**src/rtl/seq_pkg.sv**
```systemverilog
package seq_pkg;
   localparam int KIND_W = 3;
   localparam int OP_W   = 8;
   localparam int DST_W  = 2;

   localparam logic [KIND_W-1:0] K_COPY = 3'd0;
   localparam logic [KIND_W-1:0] K_ADD  = 3'd1;
   localparam logic [KIND_W-1:0] K_AND  = 3'd2;
   localparam logic [KIND_W-1:0] K_OR   = 3'd3;
   localparam logic [KIND_W-1:0] K_XOR  = 3'd4;

   localparam logic [DST_W-1:0] D_MEM = 2'd0;
   localparam logic [DST_W-1:0] D_X   = 2'd1;
   localparam logic [DST_W-1:0] D_Y   = 2'd2;

   // truth tables indexed by {M,X,Y}
   localparam logic [OP_W-1:0] OP_ZERO = 8'h00;
   localparam logic [OP_W-1:0] OP_PASS = 8'hF0;
   localparam logic [OP_W-1:0] OP_SUM  = 8'h96;
   localparam logic [OP_W-1:0] OP_MAJ  = 8'hE8;
   localparam logic [OP_W-1:0] OP_AND  = 8'hC0;
   localparam logic [OP_W-1:0] OP_OR   = 8'hFC;
   localparam logic [OP_W-1:0] OP_XOR  = 8'h3C;

   typedef enum logic [1:0] {PH_IDLE, PH_ADDR, PH_OPER} phase_t;

   function automatic logic kind_known(input logic [KIND_W-1:0] k);
      return k <= K_XOR;
   endfunction

   function automatic logic [1:0] last_step(input logic [KIND_W-1:0] k);
      case (k)
         K_ADD:   return 2'd2;
         K_COPY:  return 2'd0;
         default: return 2'd1;
      endcase
   endfunction
endpackage

```
**src/rtl/seq_cmd_fifo.sv**
```systemverilog
module seq_cmd_fifo #(
   parameter int W     = 8,
   parameter int DEPTH = 4
) (
   input  logic         clk,
   input  logic         rst_n,
   input  logic         wr_en,
   input  logic [W-1:0] din,
   input  logic         rd_en,
   output logic [W-1:0] dout,
   output logic         full,
   output logic         empty
);
   localparam int PTR_W = (DEPTH > 1) ? $clog2(DEPTH) : 1;
   localparam int CNT_W = $clog2(DEPTH + 1);

   logic [CNT_W-1:0] cnt;

   assign full  = (cnt == CNT_W'(DEPTH));
   assign empty = (cnt == '0);

   always_ff @(posedge clk) begin
      if (!rst_n)
         cnt <= '0;
      else
         cnt <= cnt + CNT_W'(wr_en && !full) - CNT_W'(rd_en && !empty);
   end

   generate
      if (DEPTH < 1) begin : g_bad_depth
         $error("seq_cmd_fifo: DEPTH must be at least 1");
      end
      if (DEPTH == 1) begin : g_single
         logic [W-1:0] slot;
         always_ff @(posedge clk) begin
            if (wr_en && !full) slot <= din;
         end
         assign dout = slot;
      end else begin : g_ring
         logic [W-1:0]     mem [DEPTH];
         logic [PTR_W-1:0] wp, rp;
         function automatic logic [PTR_W-1:0] bump(input logic [PTR_W-1:0] p);
            return (p == PTR_W'(DEPTH - 1)) ? '0 : p + 1'b1;
         endfunction
         always_ff @(posedge clk) begin
            if (!rst_n) begin
               wp <= '0;
               rp <= '0;
            end else begin
               if (wr_en && !full)  wp <= bump(wp);
               if (rd_en && !empty) rp <= bump(rp);
            end
         end
         always_ff @(posedge clk) begin
            if (wr_en && !full) mem[wp] <= din;
         end
         assign dout = mem[rp];
      end
   endgenerate

   assert_count_bound_R3: assert property (@(posedge clk) disable iff (!rst_n)
      cnt <= CNT_W'(DEPTH));
   assert_no_overflow_R3: assert property (@(posedge clk) disable iff (!rst_n)
      (full && wr_en && !rd_en) |=> full);
endmodule

```
**src/rtl/seq_expand.sv**
```systemverilog
module seq_expand
   import seq_pkg::*;
#(
   parameter int ROW_W  = 8,
   parameter int NB_W   = 4,
   parameter int COMM_W = 2
) (
   input  logic              clk,
   input  logic              rst_n,
   input  logic              cmd_avail,
   input  logic [KIND_W-1:0] cmd_kind,
   input  logic [ROW_W-1:0]  cmd_a,
   input  logic [ROW_W-1:0]  cmd_b,
   input  logic [ROW_W-1:0]  cmd_d,
   input  logic [NB_W-1:0]   cmd_nlast,
   output logic              cmd_pop,
   input  logic              take,
   output logic              active,
   output logic              ins_vld,
   output logic [ROW_W-1:0]  ins_row,
   output logic [OP_W-1:0]   ins_op,
   output logic [DST_W-1:0]  ins_dst,
   output logic [ROW_W-1:0]  ins_wrow,
   output logic [COMM_W-1:0] ins_comm
);
   logic [KIND_W-1:0] kind;
   logic [ROW_W-1:0]  ra, rb, rd;
   logic [NB_W-1:0]   nl, bi;
   logic [1:0]        st;
   logic              clr;
   logic [ROW_W-1:0]  ra_i, rb_i, rd_i;

   assign cmd_pop = !active && cmd_avail;
   assign ra_i = ra + ROW_W'(bi);
   assign rb_i = rb + ROW_W'(bi);
   assign rd_i = rd + ROW_W'(bi);

   always_ff @(posedge clk) begin
      if (!rst_n) begin
         active <= 1'b0;
         clr    <= 1'b0;
         st     <= '0;
         bi     <= '0;
         kind   <= '0;
         ra     <= '0;
         rb     <= '0;
         rd     <= '0;
         nl     <= '0;
      end else if (cmd_pop) begin
         active <= kind_known(cmd_kind);
         clr    <= (cmd_kind == K_ADD);
         kind   <= cmd_kind;
         ra     <= cmd_a;
         rb     <= cmd_b;
         rd     <= cmd_d;
         nl     <= cmd_nlast;
         bi     <= '0;
         st     <= '0;
      end else if (active && take) begin
         if (clr) begin
            clr <= 1'b0;
         end else if (st == last_step(kind)) begin
            st <= '0;
            if (bi == nl) active <= 1'b0;
            else          bi     <= bi + 1'b1;
         end else begin
            st <= st + 1'b1;
         end
      end
   end

   always_comb begin
      ins_vld  = active;
      ins_row  = ra_i;
      ins_op   = OP_PASS;
      ins_dst  = D_X;
      ins_wrow = '0;
      ins_comm = '0;
      case (kind)
         K_ADD: begin
            if (clr) begin
               ins_row = ra;
               ins_op  = OP_ZERO;
               ins_dst = D_Y;
            end else if (st == 2'd1) begin
               ins_row  = rb_i;
               ins_op   = OP_SUM;
               ins_dst  = D_MEM;
               ins_wrow = rd_i;
            end else if (st == 2'd2) begin
               ins_row = rb_i;
               ins_op  = OP_MAJ;
               ins_dst = D_Y;
            end
         end
         K_COPY: begin
            ins_dst  = D_MEM;
            ins_wrow = rd_i;
         end
         default: begin
            if (st != 2'd0) begin
               ins_row  = rb_i;
               ins_dst  = D_MEM;
               ins_wrow = rd_i;
               ins_op   = (kind == K_AND) ? OP_AND :
                          (kind == K_OR)  ? OP_OR  : OP_XOR;
            end
         end
      endcase
   end

   assert_bit_bound_R7: assert property (@(posedge clk) disable iff (!rst_n)
      active |-> (bi <= nl));
   assert_start_lsb_R4: assert property (@(posedge clk) disable iff (!rst_n)
      $rose(active) |-> (bi == '0 && st == '0 && (clr == (kind == K_ADD))));
   assert_unknown_idle_R8: assert property (@(posedge clk) disable iff (!rst_n)
      (cmd_pop && !kind_known(cmd_kind)) |=> !active);
endmodule

```
**src/rtl/seq_issue.sv**
```systemverilog
module seq_issue
   import seq_pkg::*;
#(
   parameter int ROW_W  = 8,
   parameter int COMM_W = 2
) (
   input  logic              clk,
   input  logic              rst_n,
   input  logic              in_vld,
   input  logic [ROW_W-1:0]  in_row,
   input  logic [OP_W-1:0]   in_op,
   input  logic [DST_W-1:0]  in_dst,
   input  logic [ROW_W-1:0]  in_wrow,
   input  logic [COMM_W-1:0] in_comm,
   output logic              in_take,
   output logic              in_flight,
   output logic              pe_addr_vld,
   output logic [ROW_W-1:0]  pe_addr,
   output logic              pe_op_vld,
   output logic [OP_W-1:0]   pe_op,
   output logic [DST_W-1:0]  pe_dst,
   output logic [ROW_W-1:0]  pe_wrow,
   output logic [COMM_W-1:0] pe_comm
);
   phase_t ph;

   assign in_take     = in_vld && (ph != PH_ADDR);
   assign in_flight   = (ph != PH_IDLE);
   assign pe_addr_vld = (ph == PH_ADDR);
   assign pe_op_vld   = (ph == PH_OPER);

   always_ff @(posedge clk) begin
      if (!rst_n) begin
         ph <= PH_IDLE;
      end else begin
         case (ph)
            PH_ADDR: ph <= PH_OPER;
            default: ph <= in_take ? PH_ADDR : PH_IDLE;
         endcase
      end
   end

   always_ff @(posedge clk) begin
      if (!rst_n) begin
         pe_addr <= '0;
         pe_op   <= '0;
         pe_dst  <= '0;
         pe_wrow <= '0;
         pe_comm <= '0;
      end else if (in_take) begin
         pe_addr <= in_row;
         pe_op   <= in_op;
         pe_dst  <= in_dst;
         pe_wrow <= in_wrow;
         pe_comm <= in_comm;
      end
   end

   assert_addr_then_op_R2: assert property (@(posedge clk) disable iff (!rst_n)
      pe_addr_vld |=> pe_op_vld);
   assert_op_after_addr_R2: assert property (@(posedge clk) disable iff (!rst_n)
      pe_op_vld |-> $past(pe_addr_vld));
   assert_fields_hold_R2: assert property (@(posedge clk) disable iff (!rst_n)
      pe_op_vld |-> $stable(pe_addr));
endmodule

```
**src/rtl/pe_macro_seq.sv**
```systemverilog
module pe_macro_seq
   import seq_pkg::*;
#(
   parameter int ROW_W      = 8,
   parameter int NB_W       = 4,
   parameter int COMM_W     = 2,
   parameter int FIFO_DEPTH = 4
) (
   input  logic              clk,
   input  logic              rst_n,
   input  logic              cmd_valid,
   output logic              cmd_ready,
   input  logic [2:0]        cmd_kind,
   input  logic [ROW_W-1:0]  cmd_src_a,
   input  logic [ROW_W-1:0]  cmd_src_b,
   input  logic [ROW_W-1:0]  cmd_dst,
   input  logic [NB_W-1:0]   cmd_nlast,
   input  logic              dir_wr,
   input  logic [ROW_W-1:0]  dir_row,
   input  logic [7:0]        dir_op,
   input  logic [1:0]        dir_dst,
   input  logic [ROW_W-1:0]  dir_wrow,
   input  logic [COMM_W-1:0] dir_comm,
   output logic              busy,
   output logic              pe_addr_vld,
   output logic [ROW_W-1:0]  pe_addr,
   output logic              pe_op_vld,
   output logic [7:0]        pe_op,
   output logic [1:0]        pe_dst,
   output logic [ROW_W-1:0]  pe_wrow,
   output logic [COMM_W-1:0] pe_comm
);
   localparam int CMD_W = KIND_W + 3 * ROW_W + NB_W;

   generate
      if (NB_W < 1 || ROW_W < 1 || COMM_W < 1) begin : g_bad_width
         $error("pe_macro_seq: widths must be positive");
      end
      if (FIFO_DEPTH < 1) begin : g_bad_depth
         $error("pe_macro_seq: FIFO_DEPTH must be at least 1");
      end
   endgenerate

   logic [CMD_W-1:0] q_din, q_dout;
   logic q_full, q_empty, q_pop;

   logic [KIND_W-1:0] q_kind;
   logic [ROW_W-1:0]  q_a, q_b, q_d;
   logic [NB_W-1:0]   q_nl;

   logic              x_active, x_vld, x_take;
   logic [ROW_W-1:0]  x_row, x_wrow;
   logic [OP_W-1:0]   x_op;
   logic [DST_W-1:0]  x_dst;
   logic [COMM_W-1:0] x_comm;

   logic              i_vld, i_take, i_flight, dir_go;
   logic [ROW_W-1:0]  i_row, i_wrow;
   logic [OP_W-1:0]   i_op;
   logic [DST_W-1:0]  i_dst;
   logic [COMM_W-1:0] i_comm;

   assign cmd_ready = !q_full;
   assign q_din = {cmd_kind, cmd_src_a, cmd_src_b, cmd_dst, cmd_nlast};
   assign {q_kind, q_a, q_b, q_d, q_nl} = q_dout;
   assign busy = !q_empty || x_active || i_flight;

   seq_cmd_fifo #(.W(CMD_W), .DEPTH(FIFO_DEPTH)) u_fifo (
      .clk   (clk),
      .rst_n (rst_n),
      .wr_en (cmd_valid),
      .din   (q_din),
      .rd_en (q_pop),
      .dout  (q_dout),
      .full  (q_full),
      .empty (q_empty)
   );

   seq_expand #(.ROW_W(ROW_W), .NB_W(NB_W), .COMM_W(COMM_W)) u_exp (
      .clk       (clk),
      .rst_n     (rst_n),
      .cmd_avail (!q_empty),
      .cmd_kind  (q_kind),
      .cmd_a     (q_a),
      .cmd_b     (q_b),
      .cmd_d     (q_d),
      .cmd_nlast (q_nl),
      .cmd_pop   (q_pop),
      .take      (x_take),
      .active    (x_active),
      .ins_vld   (x_vld),
      .ins_row   (x_row),
      .ins_op    (x_op),
      .ins_dst   (x_dst),
      .ins_wrow  (x_wrow),
      .ins_comm  (x_comm)
   );

   // direct writes only enter an idle sequencer, keeping issue order intact
   assign dir_go = dir_wr && !busy;
   assign i_vld  = dir_go || x_vld;
   assign i_row  = dir_go ? dir_row  : x_row;
   assign i_op   = dir_go ? dir_op   : x_op;
   assign i_dst  = dir_go ? dir_dst  : x_dst;
   assign i_wrow = dir_go ? dir_wrow : x_wrow;
   assign i_comm = dir_go ? dir_comm : x_comm;
   assign x_take = i_take && !dir_go;

   seq_issue #(.ROW_W(ROW_W), .COMM_W(COMM_W)) u_iss (
      .clk         (clk),
      .rst_n       (rst_n),
      .in_vld      (i_vld),
      .in_row      (i_row),
      .in_op       (i_op),
      .in_dst      (i_dst),
      .in_wrow     (i_wrow),
      .in_comm     (i_comm),
      .in_take     (i_take),
      .in_flight   (i_flight),
      .pe_addr_vld (pe_addr_vld),
      .pe_addr     (pe_addr),
      .pe_op_vld   (pe_op_vld),
      .pe_op       (pe_op),
      .pe_dst      (pe_dst),
      .pe_wrow     (pe_wrow),
      .pe_comm     (pe_comm)
   );

   assert_busy_cover_R10: assert property (@(posedge clk) disable iff (!rst_n)
      (cmd_valid && cmd_ready) |=> busy);
   assert_dir_exclusive_R9: assert property (@(posedge clk) disable iff (!rst_n)
      dir_go |-> !x_vld);
endmodule

```
**config.mk**
```make
export PLATFORM = sky130hd
export DESIGN_NAME = pe_macro_seq
export DESIGN_NICKNAME = d
export VERILOG_FILES = /design/src/rtl/seq_pkg.sv /design/src/rtl/seq_cmd_fifo.sv /design/src/rtl/seq_expand.sv /design/src/rtl/seq_issue.sv /design/src/rtl/pe_macro_seq.sv
export SDC_FILE = /design/constraint.sdc
export NUM_CORES = 1
export LEC_CHECK = 0
export ABC_AREA = 1
export BUFFER_PORTS_ARGS = -buffer_cell sky130_fd_sc_hd__buf_2
export CAP_MARGIN = 20
export CORE_MARGIN = 10
export CORE_UTILIZATION = 50
export DETAILED_ROUTE_END_ITERATION = 7
export GPL_ROUTABILITY_DRIVEN = 0
export PLACE_DENSITY = 0.77
export SYNTH_ARGS = -nofsm -noshare
export SYNTH_HDL_FRONTEND = slang
export SYNTH_SLANG_ARGS = --single-unit
```
**constraint.sdc**
```tcl
create_clock -name clk -period 3.17 [get_ports clk]
set_input_delay 0.634 -clock clk [delete_from_list [all_inputs] [get_ports clk]]
set_output_delay 0.634 -clock clk [all_outputs]
set_load 0.01 [all_outputs]
```
# Word-level counts from Yosys, hierarchy flattened
# Memories as Yosys holds them, arrays and structs flattened. A register that Yosys moved wholly into a read port is not among the register bits.
# Index checks and enable logic that the tools add are counted.
[word_totals]
inputBits = 63
out_inout_bits = 32
regBits = 76
mem_count = 1
ram_bits = 124
[memory_table]
columns = ["name", "depth", "word_bits", "read_ports", "rd_ports_with_merged_regs", "write_ports", "line_no", "text"]
rows = [
  ["u_fifo.g_ring.mem", 4, 31, 1, 1, 1, "seq_cmd_fifo.sv:40", "logic [W-1:0] mem [DEPTH];"],
]
[op_classes]
bitwise_logic = 3
reduce_logical = 27
order_cmp = 1
n_addsub = 9
n_mux = 47
n_eq_ne = 15
[op_table]
columns = ["operator", "n"]
rows = [
  ["$mux 8", 15],
  ["$pmux 8 s2", 3],
  ["$mux 2", 15],
  ["$add 8x4->8", 3],
  ["$mux 1", 11],
  ["$reduce_bool 2->1", 5],
  ["$eq 2x2->1 const B", 4],
  ["$pmux 2 s2", 2],
  ["$reduce_and 4->1", 2],
  ["$logic_and 1x1->1", 7],
  ["$add 2x1->2 const B", 3],
  ["$eq 3x1->1 const B", 2],
  ["$eq 3x2->1 const B", 2],
  ["$logic_not 3->1", 2],
  ["$logic_not 1->1", 5],
  ["$mux 5", 1],
  ["$add 4x1->4 const B", 1],
  ["$eq 2x1->1 const B", 2],
  ["$eq 4x4->1", 1],
  ["$reduce_or 2->1", 2],
  ["$add 3x1->3", 1],
  ["$eq 3x3->1 const B", 1],
  ["$le 3x3->1 const B", 1],
  ["$logic_or 1x1->1", 3],
  ["6 further kinds", 8],
]

# Depth between registers and ports, before layout
# Gate-level depths: netlist of run 1.
[logic_depth]
word_depth = 18
depth_mapped = 13
depth_no_buf = 13

# Modules after synthesis
# From an unflattened synthesis of run 1, not the netlist that was laid out.
[unflattened]
cells_unflattened = 1121
area_unflattened_um2 = 9893.2
[by_module_without_submodules]
columns = ["module", "area_per_inst_um2", "n_inst", "cells_per_inst"]
rows = [
  ["seq_cmd_fifo", 5139.9, 1, 366],
  ["seq_expand", 2899.0, 1, 454],
  ["seq_issue", 1357.6, 1, 195],
  ["pe_macro_seq", 496.7, 1, 106],
]

# Worst setup path before layout of run 1
# OpenSTA, ideal clock, no wires.
[synth_path]
kind = "input port to flip-flop"
startpoint = "in cmd_valid"
endpoint = "mem u_fifo.g_ring.mem[0][0] in the netlist's numbering, enable pin"
arrival_time_ns = 2.123
stages = 2
setup_ns = 0.419
setup_slack_ns = 0.628
path_buffers = 0
required_ns = 2.751
path_cell_list = "nand2_1 nor2_1"
[synth_via]
elab_chain_cells = 3
[synth_rtl]
columns = ["item", "line_no", "text"]
rows = [
  ["start: declaration", "pe_macro_seq.sv:11", "input logic cmd_valid,"],
  ["$logic_and 1x1->1", "seq_cmd_fifo.sv:55", "if (wr_en && !full) mem[wp] <= din;"],
  ["$mux 1", "seq_cmd_fifo.sv:55", ""],
  ["$mux 1 (implied by the code)", "seq_cmd_fifo.sv:55", ""],
  ["end: declaration", "seq_cmd_fifo.sv:40", ""],
]
# No other way between the ends.

# Worst setup path in the final report of run 1
[layout_path]
startpoint = "reg u_fifo.cnt[1]"
endpoint = "reg u_iss.pe_addr[0]"
[layout_via]
elab_chain_cells = 8
word_cells_on_any_way = 9
classes_between = "1 x mux; 8 x reduce/logical"
[layout_rtl]
columns = ["item", "line_no", "text"]
rows = [
  ["start: declaration", "seq_cmd_fifo.sv:17", "logic [CNT_W-1:0] cnt;"],
  ["start signal: assignment", "seq_cmd_fifo.sv:26", "cnt <= cnt + CNT_W'(wr_en && !full) - CNT_W'(rd_en && !empty);"],
  ["$logic_not 3->1 *", "seq_cmd_fifo.sv:20", "assign empty = (cnt == '0);"],
  ["$logic_not 1->1 *", "pe_macro_seq.sv:66", "assign busy = !q_empty || x_active || i_flight;"],
  ["$logic_or 1x1->1 * (2 in a row)", "pe_macro_seq.sv:66", ""],
  ["$logic_not 1->1 *", "pe_macro_seq.sv:100", "assign dir_go = dir_wr && !busy;"],
  ["$logic_and 1x1->1 *", "pe_macro_seq.sv:100", ""],
  ["$logic_or 1x1->1", "pe_macro_seq.sv:101", "assign i_vld = dir_go || x_vld;"],
  ["$logic_and 1x1->1", "seq_issue.sv:27", "assign in_take = in_vld && (ph != PH_ADDR);"],
  ["end signal: assignment", "seq_issue.sv:51", "pe_addr <= in_row;"],
  ["end: declaration", "seq_issue.sv:18", "output logic [ROW_W-1:0] pe_addr,"],
]
# Mark *: on every way between the ends. The rest lies on a longest branch, timed or not.
# A chain may end at the register's enable or synchronous reset.

==> flow_metrics.py, run 1 <==
metrics = {
    "detailed_routing": {
        "drc_errors": 0,
        "via_per_inst": 5.413,
        "wl_per_cell_um": 16.55,
        "vias": 6701,
        "antenna_left": 0,
        "routedLengthMet1_um": 8593,
        "drt-total-wl_um": 20490,
        "drt_pre_antenna_iters": 5,
        "wl_met2_um": 9859,
        "highest_layer": "met5",
        "drt_iter0_markers": 548,
        "wl_met3_um": 1668,
    },
    "die": {
        "core-area_sq_um": 17360,
        "floorplan.initialDensity_pct": 51.05,
        "die_h_um": 153.1,
        "io_pins": 95,
        "rows": 48,
        "die_w_um": 153.1,
        "die_area_sq_um": 23450,
    },
    "placed_design": {
        "post_dp_cell_area_sq_um": 9540,
        "place_ws_ns": 1.072,
        "hpwl_um": 13980,
        "port_buffers": 94,
    },
    "critical_path": {
        "crit_arrival_ns": 2.51,
        "reg2reg_to": "u_iss.pe_addr[0]",
        "crit_type": "flip-flop to flip-flop",
        "cp.required_ns": 3.56,
        "crit_fanout": 29,
        "end_kind": "flip-flop",
        "reg2reg_from": "u_fifo.cnt[1]",
        "worst_setup_path_start_kind": "flip-flop",
        "r2r_setup_slack_ns": 1.05,
        "reg2reg_depth": 9,
    },
    "synthesis": {
        "yosysWarningCount": 0,
        "synth.distinct_cells": 40,
        "seq_area_frac_synth_pct": 59.64,
        "synth_area_sq_um": 8861,
        "avgSynthCellArea_sq_um": 9.770,
        "synthArstFlopShare_pct": 0,
        "ys_ff_latch": 202,
        "synth_nets": 998,
        "syn-instance-count": 907,
        "synth_edf_count": 124,
        "synth_ff_type": "edfxtp_1",
    },
    "timing": {
        "slew-limit-headroom_pct": 48.39,
        "fmax_mhz": 471.6,
        "period_needed_ns": 2.121,
        "finalCritPeriodShare_pct": 66.90,
        "clock_skew_ns": 0.01130,
        "fin_tns_setup_ns": 0,
        "rsz0062_at_grt": "false",
        "setup_viol": 0,
        "layout_setup_ws_ns": 1.049,
        "slew_viol_final": 0,
        "tightest_slew_ns": 0.7730,
        "hold_violations": 0,
    },
    "finish": {
        "multi_input_area_sq_um": 3142,
        "synthToLayoutAreaGrowth_pct": 15.87,
        "fillers": 1418,
        "fin_util_pct": 59.16,
        "final_nets": 1088,
        "final_area_sq_um": 10270,
        "antennaDiodeCount": 0,
        "seqCellArea_sq_um": 5286,
        "drive_gt1_share_pct": 17.18,
    },
    "clock_network": {
        "cts_max_path_buffers": 3,
        "clkSinkCount": 202,
        "numCtsBuffers": 22,
        "cts_tree": "yes",
        "cts_resized": 0,
        "postCtsSetupBuffers": 0,
        "cts_hold_buffers": 0,
        "htreeDepth": 1,
        "clkTransAtPathRegs_ns": 0.06,
        "cts-root-buf": "clkbuf_16",
        "insertion_delay_ns": 0.50,
    },
    "grt": {
        "overflow": 0,
        "grt_pass1_wl_um": 33730,
        "first_global_vias": 6573,
        "grt_max_degree": 63,
        "antenna_found_initial": 3,
        "grt_use_total_pct": 17.07,
    },
    "power_and_ir_drop": {
        "peakVddDrop_mv": 0.7288,
        "cellPowerDensity_nw_per_um2": 927.9,
        "power_mw": 9.527,
        "power.leakage_nw": 4.142,
    },
    "run": {
        "maxCapViolations": 0,
    },
    "worst_hold_path": {
        "whs_path_depth": 1,
        "hold_path_end": "u_fifo.g_ring.mem[3][13]",
        "hold_path_class": "input port to flip-flop",
        "min_from": "cmd_src_b[1]",
    },
    "run_status": {
        "status": "complete, no violations",
    },
}
worst max-delay path by stage:
| stage | from | endpoint | cells past startpoint |
|---|---|---|---|
| 2_1_floorplan | cmd_valid | u_fifo.g_ring.mem[0][0] | 2 |
| 3_3_place_gp | u_fifo.cnt[1] | u_iss.pe_addr[6] | 9 |
| 3_5_place_dp | u_fifo.cnt[1] | u_iss.pe_addr[0] | 9 |
| 4_1_cts | u_fifo.cnt[1] | busy | 5 |
| 5_1_grt | u_fifo.cnt[1] | u_iss.pe_addr[1] | 9 |
| 6_report | u_fifo.cnt[1] | u_iss.pe_addr[0] | 9 |
metal layers:
layer | track usage, % | up-vias
met4 | 4.814 | 6
met5 | 0 | -
met1 | 20.94 | 3124
met3 | 4.854 | 34
li1 | - | 3322
met2 | 28.67 | 215
logic make-up (layout without fill, tap and decap cells):
group	after synthesis	count (layout)	synth area share [%]
and+or+nand+nor	328	328	15.86
AOI/OAI and AO/OA	228	228	14.30
DFF	202	202	59.64
buffers and inverters	112	218	5.013
adders and majority gates	28	28	4.293
xor gates and xnor gates	9	9	0.8896
critical path, stage by stage, from the launching register on:
cell	delay [ns]
dfxtp_1	0.34
inv_1	0.08
nand3_1	0.11
nor3_2	0.25
nand2_2	0.33
nand2_2	0.30
buf_4	0.31
nand2_1	0.09
a21oi_1	0.15
nor2_1	0.05
cell usage in the layout (no fill, tap or decap), types with 7 or more instances in the layout:
cell type / Yosys / routed
nand2_1: 123 / 123
a31oi_1: 22 / 22
o22ai_1: 19 / 19
buf_2: 13 / 94
edfxtp_1: 124 / 124
o21ai_0: 133 / 133
xor2_1: 7 / 7
nand3_1: 51 / 51
a21oi_1: 30 / 30
inv_1: 66 / 66
buf_4: 2 / 12
ha_1: 24 / 24
clkbuf_16: 0 / 23
dfxtp_1: 78 / 77
nor2_1: 123 / 119
registers in the layout, indices dropped and copies added (netlist names), named ones only:
| signal | cells |
|---|---|
| u_exp.active | 1 |
| u_exp.bi | 4 |
| u_exp.clr | 1 |
| u_exp.kind | 3 |
| u_exp.nl | 4 |
| u_exp.ra | 8 |
| u_exp.rb | 8 |
| u_exp.rd | 8 |
| u_exp.st | 2 |
| u_fifo.cnt | 3 |
| u_fifo.g_ring.mem | 124 |
| u_fifo.g_ring.rp | 2 |
| u_fifo.g_ring.wp | 2 |
| u_iss.pe_addr | 8 |
| u_iss.pe_comm | 2 |
| u_iss.pe_dst | 2 |
| u_iss.pe_op | 8 |
| u_iss.pe_wrow | 8 |
| u_iss.ph | 2 |
Yosys cell counts (2+ instances only):
library cell	number	share of area (%)
dfxtp_1	78	18
nand2_2	6	0.42
nor2_1	123	5.2
fa_1	4	0.90
buf_4	2	0.17
inv_1	66	2.8
nor3_1	4	0.23
a31oi_1	22	1.6
nand2_1	123	5.2
o22ai_1	19	1.3
nor2_2	2	0.14
nand3_1	51	2.9
xnor2_1	2	0.20
nor2_4	3	0.38
o21ai_0	133	7.5
edfxtp_1	124	42
buf_1	2	0.085
nand3b_1	3	0.25
xor2_1	7	0.69
buf_2	13	0.73
a211oi_1	4	0.34
clkbuf_1	23	0.97
a21oi_1	30	1.7
inv_2	6	0.25
o31ai_1	3	0.25
o21ai_1	6	0.34
or2_2	4	0.28
nand4_1	6	0.42
o211ai_1	3	0.25
ha_1	24	3.4
a21oi_2	2	0.20
cell type report:
cell class	count	area share, %
Sequential cell	202	51.49
Multi-Input combinational cell	593	30.60
Clock buffer	34	6.507
Timing Repair Buffer	106	5.459
Tap cell	225	2.742
Inverter	72	2.632
Clock inverter	6	0.5728
where the power goes:
part           leakage [nW]  internal [mW]  switching (mW)
sequential             1.78           3.37           0.339
combinational          2.01           1.07            2.25
clock                 0.353           1.53           0.967
total                  4.14           5.97            3.56
stage by stage:
step / std cells / hold slack, ns
after global routing: 1238 / 0.3363
final: 1238 / 0.3497
after global placement: 1198 / 0.4473
after detailed placement: 1198 / 0.4522
after floorplan: 907 / 0.4367
after CTS: 1238 / 0.3348
Power figures use the tool's default switching activity.
==> inputs of run 2 (changes only) <==
==> constraint.sdc (replaced) <==
create_clock -name clk -period 2.1 [get_ports clk]
set_input_delay 0.42 -clock clk [delete_from_list [all_inputs] [get_ports clk]]
set_output_delay 0.42 -clock clk [all_outputs]
set_load 0.01 [all_outputs]
==> run 2 against run 1 <==
- register-to-register slack lost 0.84 ns
- critical path depth grew 3
- first-iteration DRC count shrank 15%
- wire length grew 0.75%
- worst hold slack lost 0.21 ns
- critical endpoint is now u_fifo.cnt[2]
- total power grew 51%
- cell count grew 0.81%
- worst setup slack lost 0.84 ns
- highest routed layer unchanged
- sequential cell count is the same
==> flow_metrics.py, run 2 (synthesis results as in run 1) <==
metrics = {
    "finish": {
        "fillers": 1431,
        "final_area_sq_um": 10360,
        "fin_util_pct": 59.71,
        "seqCellArea_sq_um": 5290,
        "regMostFlops": "u_fifo.g_ring.mem",
        "layout_commonest_cell": "o21ai_0",
        "drive_gt1_share_pct": 18.32,
        "synthToLayoutAreaGrowth_pct": 16.96,
        "final_nets": 1098,
        "mostFrequentLayoutCells": "o21ai_0 (133), edfxtp_1 (124), nand2_1 (123)",
        "largest_register_ffs": 124,
        "multi_input_area_sq_um": 3144,
    },
    "detailed_routing": {
        "wl_per_cell_um": 16.54,
        "vias": 6720,
        "drt_pre_antenna_iters": 4,
        "drt-total-wl_um": 20640,
        "drt_iter0_markers": 465,
        "antenna_left": 0,
        "drc_errors": 0,
        "via_per_inst": 5.385,
    },
    "timing": {
        "finalCritPeriodShare_pct": 89.98,
        "layout_setup_ws_ns": 0.2104,
        "fmax_mhz": 529.2,
        "rsz0062_at_grt": "false",
        "hold_violations": 0,
        "setup_viol": 0,
        "period_needed_ns": 1.890,
        "whs_ns": 0.1362,
        "slew_viol_final": 0,
        "slew-limit-headroom_pct": 68.69,
        "tightest_slew_ns": 0.4696,
        "clock_skew_ns": 0.01948,
    },
    "die": {
        "die_w_um": 153.1,
        "rows": 48,
        "floorplan.initialDensity_pct": 51.05,
        "io_pins": 95,
        "die_h_um": 153.1,
        "die_area_sq_um": 23450,
        "core-area_sq_um": 17360,
    },
    "run": {
        "maxCapViolations": 0,
    },
    "power_and_ir_drop": {
        "power_mw": 14.35,
        "cellPowerDensity_nw_per_um2": 1384,
        "power.leakage_nw": 4.183,
        "peakVddDrop_mv": 0.8644,
    },
    "run_status": {
        "status": "complete, no violations",
    },
    "clock_network": {
        "cts_max_path_buffers": 3,
        "numCtsBuffers": 21,
        "insertion_delay_ns": 0.50,
        "cts_tree": "yes",
        "clkTransAtPathRegs_ns": 0.06,
        "htreeDepth": 1,
        "cts_hold_buffers": 0,
        "cts-root-buf": "clkbuf_16",
        "clkSinkCount": 202,
    },
    "worst_hold_path": {
        "hold_path_class": "input port to flip-flop",
    },
    "critical_path": {
        "worst_setup_path_start_kind": "flip-flop",
        "crit_type": "flip-flop to flip-flop",
        "cp.required_ns": 2.53,
        "end_kind": "flip-flop",
        "crit_arrival_ns": 2.32,
        "crit_fanout": 3,
    },
    "grt": {
        "grt_pass1_wl_um": 33400,
        "antenna_found_initial": 4,
        "overflow": 0,
        "grt_use_total_pct": 16.98,
        "grt_max_degree": 63,
        "first_global_vias": 6450,
    },
    "placed_design": {
        "port_buffers": 94,
        "post_dp_cell_area_sq_um": 9686,
        "hpwl_um": 14260,
        "place_ws_ns": 0.2029,
    },
}
run 2: cell count changes in the layout (fill, tap and decap cells not counted), moves of 3 or more:
cell / before / now
dfxtp_2: 1 / 4
buf_4: 12 / 17
buf_12: 0 / 5
dfxtp_1: 77 / 74
run 2: final timing paths:
path	start	endpoint	slack, ns	cells after the start
setup / recovery	u_fifo.cnt[1]	u_fifo.cnt[2]	0.21	12
hold / removal	cmd_src_b[1]	u_fifo.g_ring.mem[2][13]	0.14	1
setup reg to reg	u_fifo.cnt[1]	u_fifo.cnt[2]	0.21	12
hold reg to reg	u_iss.pe_dst[1]	u_iss.pe_dst[1]	0.46	2
run 2: area by class of cell:
cell class / instances / share of cell area (%)
diodes: 2 / 0.04829
multi-input cells: 593 / 30.34
repair buffers: 117 / 6.845
inverters: 72 / 2.608
flip-flops and latches: 202 / 51.04
clock inverters: 10 / 0.8210
well taps: 225 / 2.716
clock buffers: 27 / 5.578
run 2: stage by stage:
stage	std cells	TNS, ns
2_1_floorplan	907	-52.27
6_report	1248	0
3_5_place_dp	1209	0
5_1_grt	1246	0
3_3_place_gp	1209	0
4_1_cts	1246	0
run 2: report_power, final:
part	switching, mW	internal, mW
registers	0.524	5.09
clock network	1.48	2.07
logic	3.42	1.77
total	5.41	8.93
run 2: worst max-delay path, stage by stage (launching register included):
cell     delay (ns)
dfxtp_2        0.34
inv_1          0.07
nand3_1        0.11
inv_1          0.11
nor2_4         0.04
ha_1           0.28
inv_1          0.05
ha_1           0.13
inv_1          0.05
fa_1           0.36
inv_1          0.08
o21ai_0        0.08
a21oi_1        0.12
run 2: routing by layer:
layer / wire (um) / GRT usage, % / vias to the layer above
met5: 27 / 0 / -
met1: 8932 / 20.98 / 3150
met4: 442 / 4.950 / 4
met3: 1345 / 3.984 / 37
met2: 9893 / 28.89 / 172
li1: - / - / 3357
run 2: what timing repair did:
item | in CTS | in global routing
resized for setup | 0 | 5
setup endpoints to repair | 0 | 8
endpoints found under the hold margin | 0 | 0
buffers inserted | 0 | 0
